==> config.mk <==
export PLATFORM = sky130hd
export DESIGN_NAME = ctl3w_port
export DESIGN_NICKNAME = d
export VERILOG_FILES = /design/src/rtl/ctl3w_pkg.sv /design/src/rtl/ctl3w_sync.sv /design/src/rtl/ctl3w_shifter.sv /design/src/rtl/ctl3w_addr.sv /design/src/rtl/ctl3w_cfg.sv /design/src/rtl/ctl3w_port.sv
export SDC_FILE = /design/constraint.sdc
export NUM_CORES = 1
export LEC_CHECK = 0
export CAP_MARGIN = 5
export CORE_MARGIN = 1
export CORE_UTILIZATION = 59
export CTS_CLUSTER_DIAMETER = 120
export DETAILED_ROUTE_END_ITERATION = 8
export PLACE_DENSITY = 0.83
export RECOVER_POWER = 100
export SETUP_SLACK_MARGIN = 0.3
export SYNTH_ARGS = -nofsm -noshare
export SYNTH_HDL_FRONTEND = slang
export SYNTH_SLANG_ARGS = --single-unit
==> constraint.sdc <==
create_clock -name clk -period 2.6 [get_ports clk]
set_clock_uncertainty 0.1 [all_clocks]
set_input_delay 0.65 -clock clk [delete_from_list [all_inputs] [get_ports clk]]
set_output_delay 0.65 -clock clk [all_outputs]
set_load 0.005 [all_outputs]
==> src/rtl/ctl3w_pkg.sv <==
// Shared types and constants of the three-wire configuration receiver.
package ctl3w_pkg;

    localparam int BYTE_BITS = 8;
    localparam int CNT_W     = $clog2(BYTE_BITS);

    // Register group chosen by the last addressing byte
    typedef enum logic [1:0] {
        GRP_NONE   = 2'd0,
        GRP_DATA   = 2'd1,
        GRP_STATUS = 2'd2
    } grp_t;

    localparam logic [1:0] TYPE_DATA   = 2'b00;
    localparam logic [1:0] TYPE_STATUS = 2'b10;

    localparam logic [1:0] PFX_VOLUME  = 2'b00;
    localparam logic [1:0] PFX_DEMUTE  = 2'b10;
    localparam logic [1:0] PFX_STATUS  = 2'b00;

    localparam logic [1:0] RATIO_RST   = 2'b10;
    localparam logic [2:0] FMT_RST     = 3'b000;
    localparam logic [2:0] FMT_MAX     = 3'b100;
    localparam logic [1:0] RATIO_BAD   = 2'b11;

    // True when a clock-ratio code names a supported ratio
    function automatic logic ratio_ok(input logic [1:0] code);
        return code != RATIO_BAD;
    endfunction

    // True when an input-format code names a supported format
    function automatic logic fmt_ok(input logic [2:0] code);
        return code <= FMT_MAX;
    endfunction

endpackage

==> src/rtl/ctl3w_sync.sv <==
// Multi-stage synchronizer for a bus of independent asynchronous lines.
// Assumes each line is held for several system clocks by the sender.
// Reset value per line is a parameter so idle-high lines do not create
// a false edge when reset is released.
module ctl3w_sync #(
    parameter int              W       = 3,
    parameter int              STAGES  = 2,
    parameter logic [W-1:0]    RST_VAL = '0
) (
    input  logic         clk,
    input  logic         rst_n,
    input  logic [W-1:0] d_i,
    output logic [W-1:0] q_o
);

    logic [W-1:0] stg [STAGES];

    // Shift every line through the synchronizer chain
    always_ff @(posedge clk) begin
        if (!rst_n) begin
            for (int i = 0; i < STAGES; i++) stg[i] <= RST_VAL;
        end else begin
            stg[0] <= d_i;
            for (int i = 1; i < STAGES; i++) stg[i] <= stg[i-1];
        end
    end

    assign q_o = stg[STAGES-1];

endmodule

==> src/rtl/ctl3w_shifter.sv <==
// Byte assembler: detects rising serial clock edges, shifts data in
// MSB first, and emits a one-cycle strobe with the completed byte and
// the phase it was received in. A phase change clears the bit count.
// Assumes synchronized inputs and a serial clock that idles high.
module ctl3w_shifter
    import ctl3w_pkg::*;
(
    input  logic                 clk,
    input  logic                 rst_n,
    input  logic                 mode_s,
    input  logic                 sclk_s,
    input  logic                 sdat_s,
    output logic                 byte_stb_o,
    output logic [BYTE_BITS-1:0] byte_dat_o,
    output logic                 byte_addr_o
);

    logic                 sclk_q;
    logic                 mode_q;
    logic [CNT_W-1:0]     cnt;
    logic [BYTE_BITS-1:0] shreg;
    logic                 rise;
    logic [BYTE_BITS-1:0] next_sh;

    // Rising edge of the serial clock and the shift value it would load
    always_comb begin
        rise    = sclk_s && !sclk_q;
        next_sh = {shreg[BYTE_BITS-2:0], sdat_s};
    end

    // Edge tracking, bit counting and byte completion
    always_ff @(posedge clk) begin
        if (!rst_n) begin
            sclk_q      <= 1'b1;
            mode_q      <= 1'b0;
            cnt         <= '0;
            shreg       <= '0;
            byte_stb_o  <= 1'b0;
            byte_dat_o  <= '0;
            byte_addr_o <= 1'b0;
        end else begin
            sclk_q     <= sclk_s;
            mode_q     <= mode_s;
            byte_stb_o <= 1'b0;
            if (mode_s != mode_q) begin
                cnt <= '0;
            end else if (rise) begin
                shreg <= next_sh;
                if (cnt == CNT_W'(BYTE_BITS - 1)) begin
                    cnt         <= '0;
                    byte_stb_o  <= 1'b1;
                    byte_dat_o  <= next_sh;
                    byte_addr_o <= !mode_s;
                end else begin
                    cnt <= cnt + 1'b1;
                end
            end
        end
    end

endmodule

==> src/rtl/ctl3w_addr.sv <==
// Address decoder: on every completed addressing byte, compares the
// device address and latches which register group is selected. The
// selection holds until the next addressing byte.
module ctl3w_addr
    import ctl3w_pkg::*;
#(
    parameter logic [5:0] DEV_ADDR = 6'b000101
) (
    input  logic                 clk,
    input  logic                 rst_n,
    input  logic                 byte_stb_i,
    input  logic                 byte_addr_i,
    input  logic [BYTE_BITS-1:0] byte_dat_i,
    output grp_t                 grp_o
);

    grp_t grp_nx;

    // Group named by an addressing byte
    always_comb begin
        grp_nx = GRP_NONE;
        if (byte_dat_i[7:2] == DEV_ADDR) begin
            case (byte_dat_i[1:0])
                TYPE_DATA:   grp_nx = GRP_DATA;
                TYPE_STATUS: grp_nx = GRP_STATUS;
                default:     grp_nx = GRP_NONE;
            endcase
        end
    end

    // Latch the selection on addressing bytes only
    always_ff @(posedge clk) begin
        if (!rst_n)                          grp_o <= GRP_NONE;
        else if (byte_stb_i && byte_addr_i)  grp_o <= grp_nx;
    end

endmodule

==> src/rtl/ctl3w_cfg.sv <==
// Configuration register file: applies completed value bytes to the
// selected group, checks codes, and holds the outputs between writes.
module ctl3w_cfg
    import ctl3w_pkg::*;
(
    input  logic                 clk,
    input  logic                 rst_n,
    input  logic                 byte_stb_i,
    input  logic                 byte_addr_i,
    input  logic [BYTE_BITS-1:0] byte_dat_i,
    input  grp_t                 grp_i,
    output logic [1:0]           ratio_o,
    output logic [2:0]           fmt_o,
    output logic [5:0]           atten_o,
    output logic [1:0]           deemph_o,
    output logic                 mute_o
);

    logic       wr;
    logic [1:0] pfx;

    // Value byte write strobe and its register prefix
    always_comb begin
        wr  = byte_stb_i && !byte_addr_i;
        pfx = byte_dat_i[7:6];
    end

    // Status group: clock ratio and input format, each field validated
    always_ff @(posedge clk) begin
        if (!rst_n) begin
            ratio_o <= RATIO_RST;
            fmt_o   <= FMT_RST;
        end else if (wr && grp_i == GRP_STATUS && pfx == PFX_STATUS) begin
            if (ratio_ok(byte_dat_i[5:4])) ratio_o <= byte_dat_i[5:4];
            if (fmt_ok(byte_dat_i[3:1]))   fmt_o   <= byte_dat_i[3:1];
        end
    end

    // Data group: volume, or de-emphasis with mute
    always_ff @(posedge clk) begin
        if (!rst_n) begin
            atten_o  <= '0;
            deemph_o <= '0;
            mute_o   <= 1'b0;
        end else if (wr && grp_i == GRP_DATA) begin
            if (pfx == PFX_VOLUME) begin
                atten_o <= byte_dat_i[5:0];
            end else if (pfx == PFX_DEMUTE) begin
                deemph_o <= byte_dat_i[4:3];
                mute_o   <= byte_dat_i[2];
            end
        end
    end

endmodule

==> src/rtl/ctl3w_port.sv <==
// Top of the three-wire configuration receiver. Synchronizes the host
// lines, assembles bytes, decodes the addressing phase and updates the
// configuration registers. Receive only.
module ctl3w_port
    import ctl3w_pkg::*;
#(
    parameter logic [5:0] DEV_ADDR    = 6'b000101,
    parameter int         SYNC_STAGES = 2
) (
    input  logic       clk,
    input  logic       rst_n,
    input  logic       ctl_mode_i,
    input  logic       ctl_clk_i,
    input  logic       ctl_dat_i,
    output logic [1:0] clk_ratio_o,
    output logic [2:0] fmt_o,
    output logic [5:0] atten_o,
    output logic [1:0] deemph_o,
    output logic       mute_o
);

    logic [2:0]           lines_s;
    logic                 byte_stb;
    logic [BYTE_BITS-1:0] byte_dat;
    logic                 byte_addr;
    grp_t                 grp;

    ctl3w_sync #(
        .W       (3),
        .STAGES  (SYNC_STAGES),
        .RST_VAL (3'b010)
    ) u_sync (
        .clk   (clk),
        .rst_n (rst_n),
        .d_i   ({ctl_mode_i, ctl_clk_i, ctl_dat_i}),
        .q_o   (lines_s)
    );

    ctl3w_shifter u_shift (
        .clk         (clk),
        .rst_n       (rst_n),
        .mode_s      (lines_s[2]),
        .sclk_s      (lines_s[1]),
        .sdat_s      (lines_s[0]),
        .byte_stb_o  (byte_stb),
        .byte_dat_o  (byte_dat),
        .byte_addr_o (byte_addr)
    );

    ctl3w_addr #(.DEV_ADDR(DEV_ADDR)) u_addr (
        .clk         (clk),
        .rst_n       (rst_n),
        .byte_stb_i  (byte_stb),
        .byte_addr_i (byte_addr),
        .byte_dat_i  (byte_dat),
        .grp_o       (grp)
    );

    ctl3w_cfg u_cfg (
        .clk         (clk),
        .rst_n       (rst_n),
        .byte_stb_i  (byte_stb),
        .byte_addr_i (byte_addr),
        .byte_dat_i  (byte_dat),
        .grp_i       (grp),
        .ratio_o     (clk_ratio_o),
        .fmt_o       (fmt_o),
        .atten_o     (atten_o),
        .deemph_o    (deemph_o),
        .mute_o      (mute_o)
    );

endmodule

Word level (Yosys, flattened, before mapping)
Memories as Yosys holds them, arrays and structs flattened.
Cells that the tools add are included.
{ "totals": {"memories": 1, "regBits": 38, "mem_bits_rw": 6, "output_inout_bits": 14, "input_bits": 5} }
{ "classes": {"bitwise": 6, "reduce_logical": 19, "muxes": 8, "n_eq_ne": 8, "magnitude_cmp": 1, "n_addsub": 1} }
{ "mem_list": {"columns": ["memory", "depth", "word_bits", "rd", "rd_clocked_by_memory_dff", "wr", "line", "source"], "rows": [
  ["u_sync.stg", 2, 3, 2, 0, 2, "ctl3w_sync.sv:16", "logic [W-1:0] stg [STAGES];"]
]} }
{ "ops": {"columns": ["op", "count"], "rows": [
  ["3-bit 2-to-1 mux", 3],
  ["2-bit AND reduction", 4],
  ["2-bit equality test (second input constant)", 3],
  ["6-bit by 3-bit equality test with 1-bit output (second input constant)", 1],
  ["1-bit logical AND", 6],
  ["3-bit AND reduction", 2],
  ["2-bit logical NOT", 2],
  ["1-bit inverter", 4],
  ["2-bit case mux with 2 select lines", 1],
  ["3-bit by 1-bit adder with 3-bit output (second input constant)", 1],
  ["3-bit equality test (second input constant)", 1],
  ["3-bit <= comparator (second input constant)", 1],
  ["1-bit logical NOT", 3],
  ["1-bit 2-to-1 mux", 3],
  ["3-bit OR reduction", 1],
  ["2-bit by 1-bit equality test with 1-bit output (second input constant)", 1],
  ["2-bit 2-to-1 mux", 1],
  ["2-bit != test (second input constant)", 1],
  ["1-bit bitwise OR", 2],
  ["2-bit OR reduction", 1],
  ["1-bit != test", 1]
]} }

Longest topological paths before layout
Gate-level depths: netlist of run 1.
{ "logic_depth": {"depth_word": 5, "depth_mapped": 5, "mapped_depth_nobuf": 5} }

Hierarchy
From an unflattened synthesis of run 1, not the netlist that was laid out.
{ "hier_totals": {"cells_unflattened": 171, "hier_area_um2": 1727.9} }
{ "modules_own_cells": {"columns": ["mod", "area_each_um2", "n_inst", "cells_each", "seq_area_each_um2"], "rows": [
  ["ctl3w_shifter", 838.3, 1, 81, 440.4],
  ["ctl3w_cfg", 600.6, 1, 63, 280.3],
  ["ctl3w_sync", 180.2, 1, 15, 120.1],
  ["ctl3w_addr", 108.9, 1, 12, 40.0]
]} }

Least setup slack after synthesis of run 1
OpenSTA, ideal clock, no wires.
{ "synth_path": {"kind": "register to register", "from": "mem u_sync.stg[1][2] (netlist: u_sync.stg[0][5])", "to": "reg u_shift.byte_dat_o[0]", "t_arrival_ns": 1.196, "slack_ns": 1.232, "path_stages_with_launch": 5, "synth_period_minus_slack_ns": 1.368, "required_ns": 2.428, "path_cell_list": "dfxtp_1 -> xnor2_2 -> and3_4 -> buf_6 -> mux2i_1"} }
{ "synth_rtl": {"columns": ["item", "line", "source"], "rows": [
  ["from (decl)", "ctl3w_sync.sv:16", null],
  ["to (signal assigned)", "ctl3w_shifter.sv:52", "byte_dat_o <= next_sh;"],
  ["to (decl)", "ctl3w_shifter.sv:14", "output logic [BYTE_BITS-1:0] byte_dat_o,"]
]} }

==> results.cfg, run 1 <==
[cts]
cts_setup_buffers = 0
worstSkewPairLatency_ns = 0.36
ctsHtreeMaxLevel = 2
hold_buffers = 0
cts_buffers = 5
cts_root_buf = clkbuf_4
clk_pin_slew_ns = 0.11
cts_tree = done
cts_resized = 0
cts_buffer_depth = 2
clock-sinks = 44

[yosys]
synth_warnings = 0
synthesis.nets = 192
synth-seq-cells = 44
syn_area_sq_um = 1760
synth_seq_area_share_pct = 50.1
avgSynthCellArea_sq_um = 9.50
syn_inst = 185
ys_types = 34

[cells_and_area]
most-common-layout-cells = dfxtp_1, nand2_1, a21oi_1
drive_gt1_share_pct = 7.35
nets = 210
area_growth_pct = 12.3
fillCellCount = 213
mostFrequentLayoutCell = dfxtp_1
diodes = 0

[run_status]
status = finished, final reports clean

[power]
power_frac_clock_pct = 32.1
power_switching_share_pct = 21.7
p_comb_share_pct = 3.1
peakVddDrop_mv = 0.477
p_per_area_nw_per_um2 = 534
seq_power_share_pct = 64.8
p_leak_uw = 0.000716
intPower_uw = 825
switchingPower_uw = 229

[placed_design]
gp_congestion = 0.768
dp_hpwl_mm = 2.41
io_buffers = 18
place_ws_ns = 0.676

[flow_run]
drv_cap = 0

[global_routing]
track_usage_pct = 23.2
overflow = 0
grt_start_max_net_pins = 31
antenna_found_initial = 0
grt_first_pass_wirelength_mm = 5.78
grt_pass1_vias = 1301

[sta]
fin_ws_ns = 0.520
setup_tns_ns = 0
slew_viol_final = 0
finalHoldViolCount = 0
max_slew.worst_pin.slew_ns = 0.781
fin_crit_sh_pct = 80.0
setup_viol_count_final = 0
relSlewSlack_pct = 47.6
finalCriticalPeriod_ns = 2.08
max_freq_ghz = 0.481
grt_setup_unrepaired = no

[detailed_routing]
drc = 0
wire_per_inst_microns = 14.1
viasPerCell = 5.79
ant_nets = 0
vias = 1361
firstDrtPassIters = 4
finalWirelength_mm = 3.32
drt-initial-drc-count = 55

[die]
rows = 19
start_util_pct = 63.2
dieArea_sq_um = 3200
fp.dieW_microns = 56.6
coreArea_sq_um = 2780
io_pins = 19
die_y_microns = 56.6

[worst_setup_path]
cp-end-kind = register
cp-start-kind = register
crit_arrival_ns = 2.26
critPathMaxFanout = 10
critical_path_class = register to register
required_ns = 2.78

[worst_hold_path]
hold_path_class = register to register
## state kept, by name, summed over array words and instances, names as in the netlist
signal	flops
u_shift.byte_addr_o	1
u_addr.grp_o	2
u_shift.byte_dat_o	8
u_cfg.fmt_o	3
u_cfg.mute_o	1
u_cfg.ratio_o	2
u_shift.sclk_q	1
u_shift.shreg	7
u_shift.cnt	3
u_shift.byte_stb_o	1
u_shift.mode_q	1
u_cfg.deemph_o	2
u_sync.stg	6
u_cfg.atten_o	6
## through the flow
| stage | utilization, % | cell area, sq um | total power [uW] | hold slack [ns] | instances |
|---|---|---|---|---|---|
| after floorplan | - | 1760 | 720 | 0.286 | 185 |
| after global placement | 69.8 | 1940 | 730 | 0.299 | 227 |
| after detailed placement | 69.8 | 1940 | 732 | 0.312 | 227 |
| after CTS | 71.9 | 2000 | 1060 | 0.344 | 235 |
| after global routing | 70.9 | 1970 | 1090 | 0.356 | 235 |
| final | 70.9 | 1970 | 1050 | 0.339 | 235 |
## kinds of logic after synthesis
kind of cell,Yosys count,synth area share [%]
AO/OA/AOI/OAI,46,15.2
XOR/XNOR,2,1.42
adder cells (fa/ha/maj),2,1.42
buffers and inverters,12,3.63
flip-flops,44,50.1
multiplexers,9,5.13
AND/OR/NAND/NOR,70,23.1
## synthesized netlist by cell type
| master | count | area share (%) |
|---|---|---|
| nor3b_2 | 4 | 2.8 |
| and2_1 | 6 | 2.1 |
| nor2b_1 | 2 | 0.71 |
| and3_4 | 1 | 0.64 |
| o21ai_0 | 15 | 4.3 |
| o21ai_1 | 2 | 0.57 |
| clkbuf_2 | 1 | 0.28 |
| o221a_1 | 3 | 1.9 |
| nand3b_1 | 1 | 0.43 |
| dfxtp_1 | 44 | 50 |
| a21o_1 | 1 | 0.43 |
| nand2b_1 | 4 | 1.4 |
| a211oi_2 | 1 | 0.71 |
| nor3b_4 | 1 | 1.1 |
| a21o_2 | 1 | 0.50 |
| nand4_1 | 1 | 0.36 |
| or3b_1 | 2 | 1.0 |
| nand2_1 | 25 | 5.3 |
| nor4bb_1 | 1 | 0.57 |
| nor2_1 | 3 | 0.64 |
| a21oi_1 | 20 | 5.7 |
| xnor2_2 | 1 | 0.93 |
| clkbuf_1 | 5 | 1.1 |
| buf_2 | 2 | 0.57 |
| nand3_1 | 16 | 4.6 |
| xor2_1 | 1 | 0.50 |
| nand4b_1 | 1 | 0.50 |
| inv_1 | 2 | 0.43 |
| a31oi_1 | 3 | 1.1 |
| ha_1 | 2 | 1.4 |
| and3b_2 | 1 | 0.57 |
| mux2i_1 | 9 | 5.1 |
| buf_6 | 2 | 1.3 |
| nor3_1 | 1 | 0.28 |
## final timing paths
kind,startpoint,to,slack [ns],depth (start not counted)
min,u_sync.stg[0][1],u_sync.stg[0][4],0.34,1
min reg2reg,u_sync.stg[0][1],u_sync.stg[0][4],0.34,1
max reg2reg,u_sync.stg[0][5],u_shift.byte_dat_o[2],0.52,3
max,u_sync.stg[0][5],u_shift.byte_dat_o[2],0.52,3
## final cells by class
cell class	count	area (sq um)	area share (%)
Timing Repair Buffer	21	203	10.3
Clock buffer	8	58.8	2.98
Tap cell	31	38.8	1.97
Sequential cell	44	881	44.7
Inverter	2	7.51	0.381
Multi-Input combinational cell	129	783	39.7
## routing by layer
| layer | part of all wire (%) | global-route usage [%] | vias to the layer above |
|---|---|---|---|
| li1 | - | - | 684 |
| met3 | 3.8 | 5.07 | 9 |
| met2 | 51 | 40.8 | 29 |
| met5 | 0 | 0 | - |
| met4 | 2.5 | 9.76 | 0 |
| met1 | 43 | 27.0 | 639 |
## worst max-delay path, cell delays in order, from the launching register on
cell	delay [ns]
dfxtp_1	0.38
xnor2_1	0.64
and3_1	0.64
mux2i_1	0.26
## power groups by stage
stage / combinational, uW / clock [uW] / sequential, uW
final: 32.8 / 338 / 683
after global routing: 36.4 / 370 / 684
after CTS: 33.9 / 341 / 683
after detailed placement: 33.8 / 0 / 698
after global placement: 31.9 / 0 / 698
after floorplan: 22.2 / 0 / 697
(Power assumes the default switching activity.)
==> inputs of run 2 (changes only) <==
Settings changed: CORE_UTILIZATION 59 to 49, PLACE_DENSITY 0.83 to 0.74.
Clock period 2.6 ns to 1.7 ns, I/O delays scaled along.
==> run 2 against run 1 <==
Sequential cell count unchanged. Register-to-register slack worse by 0.31 ns. Hold slack worse by 0.0092 ns. Power up 56%. Cell area up 6.2%. Sequential share of layout area down 2.3 points. Non-clock buffer count up 8. Routed wire length up 14%. Maximum frequency up 39%. Clock power up 57%. Cell count up 11%. Worst setup slack worse by 0.31 ns. Critical path type unchanged.
==> results.cfg, run 2 (synthesis gave the netlist of run 1 again) <==
[worst_setup_path]
rr_worst_depth = 3
critical_path_class = register to register
crit_chain = nor3b_2 > nor3b_2 > o221a_1
critPathCapture = u_cfg.fmt_o[1]
timing.critical_path.buf_inv = 0
cp-startpoint = u_shift.byte_addr_o
required_ns = 1.90
path_depth = 3
crit_top_cell = nor3b_2
cp-start-kind = register
reg2reg_from = u_shift.byte_addr_o
critical_path.slowest_cell = dfxtp_1
crit_family = simple AND/OR/NAND/NOR gates
cp-end-kind = register
cp_slowest_stage_delay_ns = 0.42
worstReg2RegEnd = u_cfg.fmt_o[1]
reg2reg_slack_ns = 0.21
critPathMaxFanout = 6
crit_arrival_ns = 1.69

[die]
die_y_microns = 61.9
coreArea_sq_um = 3390
rows = 21
fp.dieW_microns = 61.9
dieArea_sq_um = 3830
io_pins = 19
start_util_pct = 51.8

[sta]
max_freq_ghz = 0.670
finalHoldViolCount = 0
setup_viol_count_final = 0
grt_setup_unrepaired = yes
fin_ws_ns = 0.207
relSlewSlack_pct = 71.1
max_slew.worst_pin.slew_ns = 0.432
fin_crit_sh_pct = 87.8
finalCriticalPeriod_ns = 1.49
slew_viol_final = 0

[global_routing]
grt_pass1_vias = 1291
antenna_found_initial = 0
grt_start_max_net_pins = 23
overflow = 0
track_usage_pct = 20.3
grt_first_pass_wirelength_mm = 5.55

[cts]
cts_tree = done
worstSkewPairLatency_ns = 0.34
cts_buffers = 5
cts_buffer_depth = 2
cts_root_buf = clkbuf_4
clk_pin_slew_ns = 0.13
ctsHtreeMaxLevel = 2
hold_buffers = 0
clock-sinks = 44

[detailed_routing]
viasPerCell = 5.56
drt-initial-drc-count = 82
ant_nets = 0
firstDrtPassIters = 4
vias = 1458
wire_per_inst_microns = 14.4
finalWirelength_mm = 3.78
drc = 0

[power]
p_per_area_nw_per_um2 = 785
peakVddDrop_mv = 0.605
p_leak_uw = 0.000730
switchingPower_uw = 377
intPower_uw = 1270
power_switching_share_pct = 22.9
seq_power_share_pct = 63.7
power_frac_clock_pct = 32.4
p_comb_share_pct = 3.9

[cells_and_area]
diodes = 0
most-common-layout-cells = dfxtp_1, nand2_1, a21oi_1
nets = 222
mostFrequentLayoutCell = dfxtp_1
area_growth_pct = 19.2
fillCellCount = 302
largest_reg_flops = 8
drive_gt1_share_pct = 25.5
final_cell_area_sq_um = 2090
top_register = u_shift.byte_dat_o
largestRegisters = u_shift.byte_dat_o (8), u_shift.shreg (7)

[worst_hold_path]
hold_path_class = register to register

[placed_design]
dpl-instance-area_sq_um = 1980
dp_hpwl_mm = 2.42
gp_congestion = 0.773
place_ws_ns = -0.0533
io_buffers = 18

[flow_run]
drv_cap = 0

[run_status]
status = finished, final reports clean
==> run 2: routing by layer <==
metal	vias up	wire length, microns	global-route usage, %	part of all wire, %
met3	8	231	5.59	6.1
met4	0	80	8.25	2.1
met5	-	0	0	0
met1	678	1560	22.9	41
met2	58	1900	36.1	50
li1	714	-	-	-
==> run 2: worst register-to-register path, cell delays in order (launching register included) <==
cell and delay (ns):
dfxtp_1 0.42, nor3b_2 0.35, nor3b_2 0.34, o221a_1 0.24
==> run 2: how the worst min path moves through the flow <==
| stage | from | endpoint | slack, ns | cells after the start |
|---|---|---|---|---|
| CTS | u_sync.stg[0][1] | u_sync.stg[0][4] | 0.34 | 1 |
| global route | u_sync.stg[0][1] | u_sync.stg[0][4] | 0.35 | 1 |
| finish | u_sync.stg[0][1] | u_sync.stg[0][4] | 0.33 | 1 |
| floorplan | u_sync.stg[0][1] | u_sync.stg[0][4] | 0.29 | 1 |
| global placement | u_sync.stg[0][1] | u_sync.stg[0][4] | 0.30 | 1 |
| detailed placement | u_sync.stg[0][1] | u_sync.stg[0][4] | 0.30 | 1 |
==> run 2: layout make-up <==
cell class,instances,area (sq um),share of cell area [%]
sequential,44,887,42.4
timing repair buffer,29,186,8.91
timing repair inverter,2,10.0,0.478
inverter,2,11.3,0.538
multi-input combinational,131,875,41.8
tap,46,57.6,2.75
clock buffer,6,51.3,2.45
clock inverter,2,15.0,0.717
==> run 2: stage by stage <==
| step | hold slack, ns | total power (uW) | instances | TNS (ns) | utilization, % |
|---|---|---|---|---|---|
| 2_1_floorplan | 0.286 | 1100 | 185 | 0 | - |
| 3_3_place_gp | 0.300 | 1120 | 245 | 0 | 58.5 |
| 3_5_place_dp | 0.303 | 1120 | 245 | -0.0562 | 58.5 |
| 4_1_cts | 0.335 | 1640 | 256 | 0 | 60.5 |
| 5_1_grt | 0.350 | 1710 | 262 | 0 | 61.8 |
| 6_report | 0.330 | 1640 | 262 | 0 | 61.8 |
==> run 2: power by group through the flow <==
stage | Combinational [uW] | Sequential, uW | Clock [uW]
2_1_floorplan | 34.0 | 1070 | 0
3_3_place_gp | 51.0 | 1070 | 0
3_5_place_dp | 52.7 | 1070 | 0
4_1_cts | 55.1 | 1050 | 544
5_1_grt | 70.3 | 1050 | 590
6_report | 64.6 | 1050 | 532
==> run 2: repair_timing <==
item                                    CTS  global route
pin swaps                                 4             5
endpoints found under the setup margin   38            33
gates cloned                              1             3
resized for setup                        76            15
buffers inserted                          2             3
